<file path="config.mk">
export PLATFORM = sky130hd
export DESIGN_NAME = clk_ratio_mon
export DESIGN_NICKNAME = d
export VERILOG_FILES = /design/src/rtl/clk_ratio_pkg.sv /design/src/rtl/crm_sync.sv /design/src/rtl/crm_period_meter.sv /design/src/rtl/crm_ratio_classify.sv /design/src/rtl/crm_bclk_monitor.sv /design/src/rtl/clk_ratio_mon.sv
export SDC_FILE = /design/constraint.sdc
export NUM_CORES = 1
export LEC_CHECK = 0
export BUFFER_PORTS_ARGS = -buffer_cell sky130_fd_sc_hd__buf_4
export CAP_MARGIN = 40
export CORE_MARGIN = 4
export CORE_UTILIZATION = 30
export CTS_BUF_LIST = sky130_fd_sc_hd__clkbuf_16
export CTS_CLUSTER_DIAMETER = 120
export DETAILED_ROUTE_END_ITERATION = 12
export GPL_TIMING_DRIVEN = 0
export SETUP_SLACK_MARGIN = 0.2
export SLEW_MARGIN = 20
export SYNTH_ARGS = -nofsm -noshare
export SYNTH_HDL_FRONTEND = slang
export SYNTH_SLANG_ARGS = --single-unit
</file>
<file path="constraint.sdc">
create_clock -name clk -period 3.7 [get_ports clk]
set_clock_uncertainty 0.05 [all_clocks]
set_input_delay 0.185 -clock clk [delete_from_list [all_inputs] [get_ports clk]]
set_output_delay 0.185 -clock clk [all_outputs]
set_load 0.005 [all_outputs]
</file>
<file path="src/rtl/clk_ratio_pkg.sv">
package clk_ratio_pkg;

  localparam int NUM_RATIOS = 6;
  localparam logic [2:0] CODE_NONE = 3'd7;

  typedef enum logic [1:0] {
    OSR_LOW   = 2'b00,
    OSR_HIGH  = 2'b01,
    OSR_FLOAT = 2'b10,
    OSR_RSVD  = 2'b11
  } osr_sel_e;

  // nominal ratio for code idx: 64 * {2,3,4,6,8,12}
  function automatic int unsigned nominal_ratio(input int unsigned idx);
    int unsigned mult;
    mult = (idx % 2 == 0) ? (2 << (idx / 2)) : (3 << (idx / 2));
    return 64 * mult;
  endfunction

  function automatic logic code_legal(input logic [2:0] code, input logic [1:0] osr);
    logic ok;
    ok = 1'b0;
    if (code != CODE_NONE) begin
      case (osr)
        OSR_LOW:   ok = (code >= 3'd2) && (code <= 3'd5);
        OSR_HIGH:  ok = (code <= 3'd3);
        OSR_FLOAT: ok = (code <= 3'd1);
        default:   ok = 1'b0;
      endcase
    end
    return ok;
  endfunction

endpackage

</file>
<file path="src/rtl/crm_sync.sv">
module crm_sync #(
  parameter int STAGES = 2,
  parameter int WIDTH  = 1
) (
  input  logic             clk,
  input  logic             rst,
  input  logic [WIDTH-1:0] d_i,
  output logic [WIDTH-1:0] q_o
);

  for (genvar b = 0; b < WIDTH; b++) begin : g_bit
    logic [STAGES-1:0] chain_q;
    always_ff @(posedge clk) begin
      if (rst) chain_q <= '0;
      else     chain_q <= {chain_q[STAGES-2:0], d_i[b]};
    end
    assign q_o[b] = chain_q[STAGES-1];
  end

endmodule

</file>
<file path="src/rtl/crm_period_meter.sv">
module crm_period_meter #(
  parameter int CNT_W = 10
) (
  input  logic             clk,
  input  logic             rst,
  input  logic             lvl_i,
  output logic             frame_tick_o,
  output logic             meas_vld_o,
  output logic [CNT_W-1:0] meas_o
);

  localparam logic [CNT_W-1:0] CNT_MAX = {CNT_W{1'b1}};
  localparam logic [CNT_W-1:0] CNT_ONE = CNT_W'(1);

  logic             lvl_q;
  logic             seen_q;
  logic [CNT_W-1:0] cnt_q;
  logic             rise;

  assign rise         = lvl_i & ~lvl_q;
  assign frame_tick_o = rise;

  always_ff @(posedge clk) begin
    if (rst) begin
      lvl_q      <= 1'b0;
      seen_q     <= 1'b0;
      cnt_q      <= '0;
      meas_vld_o <= 1'b0;
      meas_o     <= '0;
    end else begin
      lvl_q      <= lvl_i;
      meas_vld_o <= 1'b0;
      if (rise) begin
        if (seen_q) begin
          meas_vld_o <= 1'b1;
          meas_o     <= cnt_q;
        end
        seen_q <= 1'b1;
        cnt_q  <= CNT_ONE;
      end else if (cnt_q == CNT_MAX) begin
        // frame clock absent: report an out-of-range period and restart
        meas_vld_o <= 1'b1;
        meas_o     <= CNT_MAX;
        seen_q     <= 1'b0;
        cnt_q      <= CNT_ONE;
      end else begin
        cnt_q <= cnt_q + 1'b1;
      end
    end
  end

endmodule

</file>
<file path="src/rtl/crm_ratio_classify.sv">
module crm_ratio_classify
  import clk_ratio_pkg::*;
#(
  parameter int CNT_W = 10,
  parameter int TOL   = 2
) (
  input  logic             clk,
  input  logic             rst,
  input  logic             meas_vld_i,
  input  logic [CNT_W-1:0] meas_i,
  output logic             vld_o,
  output logic [2:0]       code_o
);

  logic [31:0]           meas_w;
  logic [NUM_RATIOS-1:0] hit;
  logic [2:0]            code_c;

  assign meas_w = 32'(meas_i);

  for (genvar i = 0; i < NUM_RATIOS; i++) begin : g_win
    localparam logic [31:0] LO = 32'(nominal_ratio(i) - TOL);
    localparam logic [31:0] HI = 32'(nominal_ratio(i) + TOL);
    assign hit[i] = (meas_w >= LO) && (meas_w <= HI);
  end

  always_comb begin
    code_c = CODE_NONE;
    for (int i = 0; i < NUM_RATIOS; i++) begin
      if (hit[i]) code_c = 3'(i);
    end
  end

  always_ff @(posedge clk) begin
    if (rst) begin
      vld_o  <= 1'b0;
      code_o <= CODE_NONE;
    end else begin
      vld_o <= meas_vld_i;
      if (meas_vld_i) code_o <= code_c;
    end
  end

endmodule

</file>
<file path="src/rtl/crm_bclk_monitor.sv">
module crm_bclk_monitor (
  input  logic clk,
  input  logic rst,
  input  logic lvl_i,
  input  logic frame_tick_i,
  output logic too_fast_o
);

  logic lvl_q;
  logic chg_q;
  logic acc_q;
  logic chg;
  logic viol;

  assign chg  = lvl_i ^ lvl_q;
  assign viol = chg & chg_q;

  always_ff @(posedge clk) begin
    if (rst) begin
      lvl_q      <= 1'b0;
      chg_q      <= 1'b0;
      acc_q      <= 1'b0;
      too_fast_o <= 1'b0;
    end else begin
      lvl_q <= lvl_i;
      chg_q <= chg;
      acc_q <= frame_tick_i ? 1'b0 : (acc_q | viol);
      if (viol)              too_fast_o <= 1'b1;
      else if (frame_tick_i) too_fast_o <= acc_q;
    end
  end

endmodule

</file>
<file path="src/rtl/clk_ratio_mon.sv">
module clk_ratio_mon
  import clk_ratio_pkg::*;
#(
  parameter int CNT_W       = 10,
  parameter int TOL         = 2,
  parameter int LOCK_FRAMES = 3,
  parameter int SYNC_STAGES = 2
) (
  input  logic       clk,
  input  logic       rst,
  input  logic       bclk_i,
  input  logic       lrclk_i,
  input  logic [1:0] osr_sel_i,
  output logic [2:0] ratio_code_o,
  output logic       ratio_ok_o,
  output logic       bclk_fast_o,
  output logic       locked_o
);

  localparam int RUN_W = $clog2(LOCK_FRAMES + 1);
  localparam logic [RUN_W-1:0] RUN_MAX = RUN_W'(LOCK_FRAMES);

  logic [1:0]       sync_q;
  logic             frame_tick;
  logic             meas_vld;
  logic [CNT_W-1:0] meas;
  logic             cls_vld;
  logic [2:0]       cls_code;
  logic [RUN_W-1:0] run_q;
  logic [RUN_W-1:0] run_nxt;
  logic [2:0]       code_nxt;

  crm_sync #(.STAGES(SYNC_STAGES), .WIDTH(2)) i_sync (
    .clk (clk),
    .rst (rst),
    .d_i ({bclk_i, lrclk_i}),
    .q_o (sync_q)
  );

  crm_period_meter #(.CNT_W(CNT_W)) i_meter (
    .clk          (clk),
    .rst          (rst),
    .lvl_i        (sync_q[0]),
    .frame_tick_o (frame_tick),
    .meas_vld_o   (meas_vld),
    .meas_o       (meas)
  );

  crm_ratio_classify #(.CNT_W(CNT_W), .TOL(TOL)) i_classify (
    .clk        (clk),
    .rst        (rst),
    .meas_vld_i (meas_vld),
    .meas_i     (meas),
    .vld_o      (cls_vld),
    .code_o     (cls_code)
  );

  crm_bclk_monitor i_bmon (
    .clk          (clk),
    .rst          (rst),
    .lvl_i        (sync_q[1]),
    .frame_tick_i (frame_tick),
    .too_fast_o   (bclk_fast_o)
  );

  // consecutive-frame run length, saturating at the lock threshold
  always_comb begin
    run_nxt = run_q;
    if (cls_vld) begin
      if (cls_code == CODE_NONE)         run_nxt = '0;
      else if (cls_code == ratio_code_o) run_nxt = (run_q == RUN_MAX) ? run_q : run_q + 1'b1;
      else                               run_nxt = RUN_W'(1);
    end
  end

  assign code_nxt = cls_vld ? cls_code : ratio_code_o;

  always_ff @(posedge clk) begin
    if (rst) begin
      run_q        <= '0;
      ratio_code_o <= CODE_NONE;
      ratio_ok_o   <= 1'b0;
      locked_o     <= 1'b0;
    end else begin
      run_q        <= run_nxt;
      ratio_code_o <= code_nxt;
      ratio_ok_o   <= code_legal(code_nxt, osr_sel_i);
      locked_o     <= (run_nxt >= RUN_MAX);
    end
  end

endmodule

</file>
# Yosys cells after proc, flatten, opt, wreduce, memory -nomap -nowiden
# Index checks and enable logic that the tools add are counted.
dict set report totals {
  register_bits 42
  in_bits 6
  out_inout_bits 6
  elab_cells 89
}
dict set report op_classes {
  add_sub_neg 2
  n_lt_le_gt_ge 17
  n_eq_ne 8
  n_mux 24
  bitwise_logic 6
  n_reduce_logical 14
}
# op n
set op_table {}
lappend op_table {{2-to-1 mux 10 bit} 3}
lappend op_table {{2-to-1 mux 3 bit} 7}
lappend op_table {{>= comparator 10 x 8 -> 1 bit (second input constant)} 2}
lappend op_table {{>= comparator 10 x 9 -> 1 bit (second input constant)} 2}
lappend op_table {{<= comparator 10 bit (second input constant)} 2}
lappend op_table {{<= comparator 10 x 8 -> 1 bit (second input constant)} 2}
lappend op_table {{<= comparator 10 x 9 -> 1 bit (second input constant)} 2}
lappend op_table {{adder 10 x 1 -> 10 bit (second input constant)} 1}
lappend op_table {{equality test 10 bit (second input constant)} 1}
lappend op_table {{>= comparator 10 bit (second input constant)} 1}
lappend op_table {{>= comparator 10 x 7 -> 1 bit (second input constant)} 1}
lappend op_table {{2-to-1 mux 1 bit} 9}
lappend op_table {{2-to-1 mux 2 bit} 4}
lappend op_table {{logical AND 1 bit} 7}
lappend op_table {{equality test 2 bit (second input constant)} 2}
lappend op_table {{nonzero test 2 bit} 2}
lappend op_table {{OR reduction 2 bit} 2}
lappend op_table {{equality test 3 bit} 1}
lappend op_table {{equality test 3 bit (second input constant)} 1}
lappend op_table {{>= comparator 3 x 2 -> 1 bit (second input constant)} 1}
lappend op_table {{<= comparator 3 x 1 -> 1 bit (second input constant)} 1}
lappend op_table {{<= comparator 3 x 2 -> 1 bit (second input constant)} 1}
lappend op_table {{<= comparator 3 bit (second input constant)} 1}
lappend op_table {{!= test 3 bit (second input constant)} 1}
lappend op_table {{other kinds (12)} 14}

# Longest topological paths before layout
dict set report logic_depth {
  ltp_word 8
  ltp_mapped 6
  mapped_depth_nobuf 4
}

# Hierarchy
# From an unflattened synthesis, not the netlist that was laid out.
dict set report unflattened {
  cells_unflattened 206
  hier_area_um2 1904.3
}
# module n_inst cells_each area_per_inst_um2 seq_area_each_um2
set by_module_without_submodules {}
lappend by_module_without_submodules {crm_period_meter 1 104 953.4 460.4}
lappend by_module_without_submodules {clk_ratio_mon 1 39 364.1 140.1}
lappend by_module_without_submodules {crm_ratio_classify 1 40 322.8 80.1}
lappend by_module_without_submodules {crm_bclk_monitor 1 13 143.9 80.1}
lappend by_module_without_submodules {crm_sync 1 10 120.1 80.1}

# Worst setup path after synthesis
# OpenSTA, ideal clock, no wires.
dict set report synth_timing {
  path_kind {reg2reg}
  from {reg i_meter.cnt_q[0]}
  to {reg i_meter.meas_o[7]}
  setup_ns 0.061
  arrival_time_ns 1.245
  required_ns 3.589
  path_slack_ns 2.344
  stages_incl_launch_ff 6
  n_path_buf 1
  period_less_slack_ns 1.356
  cell_sequence {dfxtp_1 ha_1 nand4_4 o21ai_2 buf_6 o221a_1}
}
dict set report synth_via {
  elab_chain_len 3
}
# element line
set synth_lines {}
lappend synth_lines {{start: declaration} crm_period_meter.sv:17} ;# logic [CNT_W-1:0] cnt_q;
lappend synth_lines {{start signal: assignment} crm_period_meter.sv:47} ;# cnt_q <= cnt_q + 1'b1;
lappend synth_lines {{equality test 10 bit} crm_period_meter.sv:40} ;# end else if (cnt_q == CNT_MAX) begin
lappend synth_lines {{nonzero test 2 bit (no line)} -}
lappend synth_lines {{AND reduction 2 bit (no line)} -}
lappend synth_lines {{end signal: assignment} crm_period_meter.sv:36} ;# meas_o <= cnt_q;
lappend synth_lines {{end: declaration} crm_period_meter.sv:9} ;# output logic [CNT_W-1:0] meas_o
# Every way passes these cells.
# A chain may end at the register's enable or synchronous reset.

# Worst setup path after layout
# Ends and elaborated chain as after synthesis.

==> results.py <==
metrics = {
    "route": {
        "drc": 0,
        "drtAntennaViolNets": 0,
        "num_vias": 1269,
        "vias_per_cell": 4.81,
        "drt_pass1_iterations": 4,
        "drt-total-wl_um": 3200,
        "drt_iter0_drc": 50,
        "wl_per_cell_um": 12.1,
    },
    "worst_hold_path": {
        "hold_class": "input port to flop",
    },
    "yosys": {
        "syn_inst": 173,
        "ys_ff_latch": 42,
        "yosysWarnings": 0,
        "synthArstFlopShare_pct": 0,
        "synth_edf_count": 0,
        "synth_cell_types": 35,
        "syn_area_per_cell_sq_um": 9.88,
        "yosysSeqAreaShare_pct": 49.2,
        "ys.flop_type": "dfxtp_1",
        "synth_fp_nets": 180,
        "netlist_area_sq_um": 1710,
    },
    "worst_setup_path": {
        "cp-end-kind": "flop",
        "path_class": "flop to flop",
        "start_kind": "flop",
        "path_max_fanout": 10,
        "cp.arrival_ns": 1.76,
        "cp.required_ns": 3.87,
    },
    "outcome": {
        "status": "finished, final reports clean",
    },
    "sta": {
        "finalCriticalPeriod_ns": 1.59,
        "report.final.slew_viol_count": 0,
        "rsz0062_at_grt": "false",
        "slew_headroom_pct": 66.1,
        "finalSetupTns_ns": 0,
        "setup_ws_ns": 2.11,
        "hold_violations": 0,
        "post-route-period-util_pct": 42.9,
        "max_freq_mhz": 629,
        "tightest_slew_ns": 0.504,
        "setup_viol": 0,
    },
    "die": {
        "io_pins": 12,
        "dieArea_sq_um": 6970,
        "fp-row-count": 27,
        "fp.dieW_um": 83.5,
        "die_h_um": 83.5,
        "core_area_sq_um": 5510,
        "start_util_pct": 31.0,
    },
    "finish": {
        "final_common_cell": "dfxtp_1",
        "layout_common_cells": "dfxtp_1, nand2_1, xor2_1, nor2_1, buf_4",
        "fin_nets": 198,
        "nFillCells": 555,
        "drive_above_1_share_pct": 12.5,
        "n_antenna_cell": 0,
        "area_delta_synth_final_pct": 18.4,
    },
    "clock_network": {
        "cts_buffer_depth": 2,
        "clk_latency_ns": 0.28,
        "htree_levels": 2,
        "cts_resized": 0,
        "postCtsSetupRepairBufs": 0,
        "cts_sinks": 42,
        "cts_tree": "built",
        "numCtsBuffers": 5,
        "clk_pin_slew_worst_paths_ns": 0.06,
        "hold_buffers": 0,
        "clock-root-buffer": "clkbuf_16",
    },
    "global_routing": {
        "grt_pass1_vias": 1191,
        "antenna_found_initial": 0,
        "grt_max_degree": 14,
        "grt.total_usage_pct": 9.30,
        "grt_pass1_wl_um": 5380,
        "grt-ovfl-total": 0,
    },
    "pwr": {
        "power_leakage_nw": 0.750,
        "powerDensity_nw_per_um2": 457,
        "vdd_drop_max_mv": 0.209,
    },
    "placed_design": {
        "pre_cts_slack_ns": 2.10,
        "place.gp.congestion": 0.688,
        "place_hpwl_um": 2310,
        "placement.io_buffers": 11,
    },
    "flow_run": {
        "cap_viol_max_count": 0,
    },
}
## cells in the mapped netlist (5+ instances only)
cell	n	share of area (%)
nor2_1	11	2.4
o221a_1	10	6.6
a21oi_1	10	2.9
nor3_1	5	1.5
nand2_1	13	2.9
dfxtp_1	42	49
clkbuf_1	6	1.3
nand3_1	5	1.5
nor2b_1	10	3.7
xor2_1	11	5.6
## worst max-delay path: stages, from the launching register on
cell	delay, ns
dfxtp_1	0.46
ha_1	0.34
nand4_4	0.16
o21ai_2	0.19
buf_6	0.16
o221a_1	0.17
## cell families after synthesis
family | synth area share (%)
buffers and inverters | 3.44
DFF | 49.2
AOI/OAI and AO/OA | 15.5
muxes | 2.34
and+or+nand+nor | 21.1
adders and majority gates | 0.732
xor gates and xnor gates | 7.69
## metal layers
layer / part of all wire (%) / track usage, %
met3: 3.5 / 3.16
met1: 52 / 12.3
met5: 0 / 0
met4: 1.4 / 3.51
met2: 43 / 14.0
## where the power goes
group / total [mW] / leakage [nW] / internal (mW) / switching (mW)
sequential: 0.469 / 0.341 / 0.461 / 0.00795
combinational: 0.0340 / 0.336 / 0.0150 / 0.0190
clock: 0.421 / 0.0730 / 0.247 / 0.174
total: 0.924 / 0.750 / 0.723 / 0.201
## path summary, 6_finish.rpt
check	cells past startpoint	from	endpoint	slack, ns
min	2	lrclk_i	i_sync.g_bit[0].chain_q[0]$_SDFF_PP0_	0.06
max	5	i_meter.cnt_q[0]$_SDFF_PP0_	i_meter.meas_o[7]$_SDFFE_PP0P_	2.11
max reg2reg	5	i_meter.cnt_q[0]$_SDFF_PP0_	i_meter.meas_o[7]$_SDFFE_PP0P_	2.11
min reg2reg	1	i_sync.g_bit[1].chain_q[0]$_SDFF_PP0_	i_sync.g_bit[1].chain_q[1]$_SDFF_PP0_	0.38
## metrics by stage
step           instance area [sq um]  cells  hold slack (ns)  util (%)  power [mW]
2_1_floorplan                   1710    173            0.263         -       0.500
3_3_place_gp                    1880    256            0.349      34.2       0.512
3_5_place_dp                    1880    256            0.353      34.2       0.513
4_1_cts                         2020    264           0.0612      36.7       0.934
5_1_grt                         2020    264           0.0598      36.7       0.953
6_report                        2020    264           0.0620      36.7       0.924
## registers in the layout (all words and copies together), names as in the netlist, 2 cells and up
register / cells
run_q: 2
i_sync.g_bit.chain_q: 4
i_meter.cnt_q: 10
i_classify.code_o: 3
ratio_code_o: 3
i_meter.meas_o: 10
## area by class of cell
type                       count  area, sq um  area share [%]
sequential                    42          841            41.6
multi-input combinational    118          810            40.0
clock buffer                   5          125            6.18
tap                           72         90.1            4.45
timing repair buffer          11         82.6            4.08
buffer                         9         43.8            2.16
clock inverter                 3         16.3           0.804
inverter                       4         15.0           0.742
(Power assumes the default switching activity.)
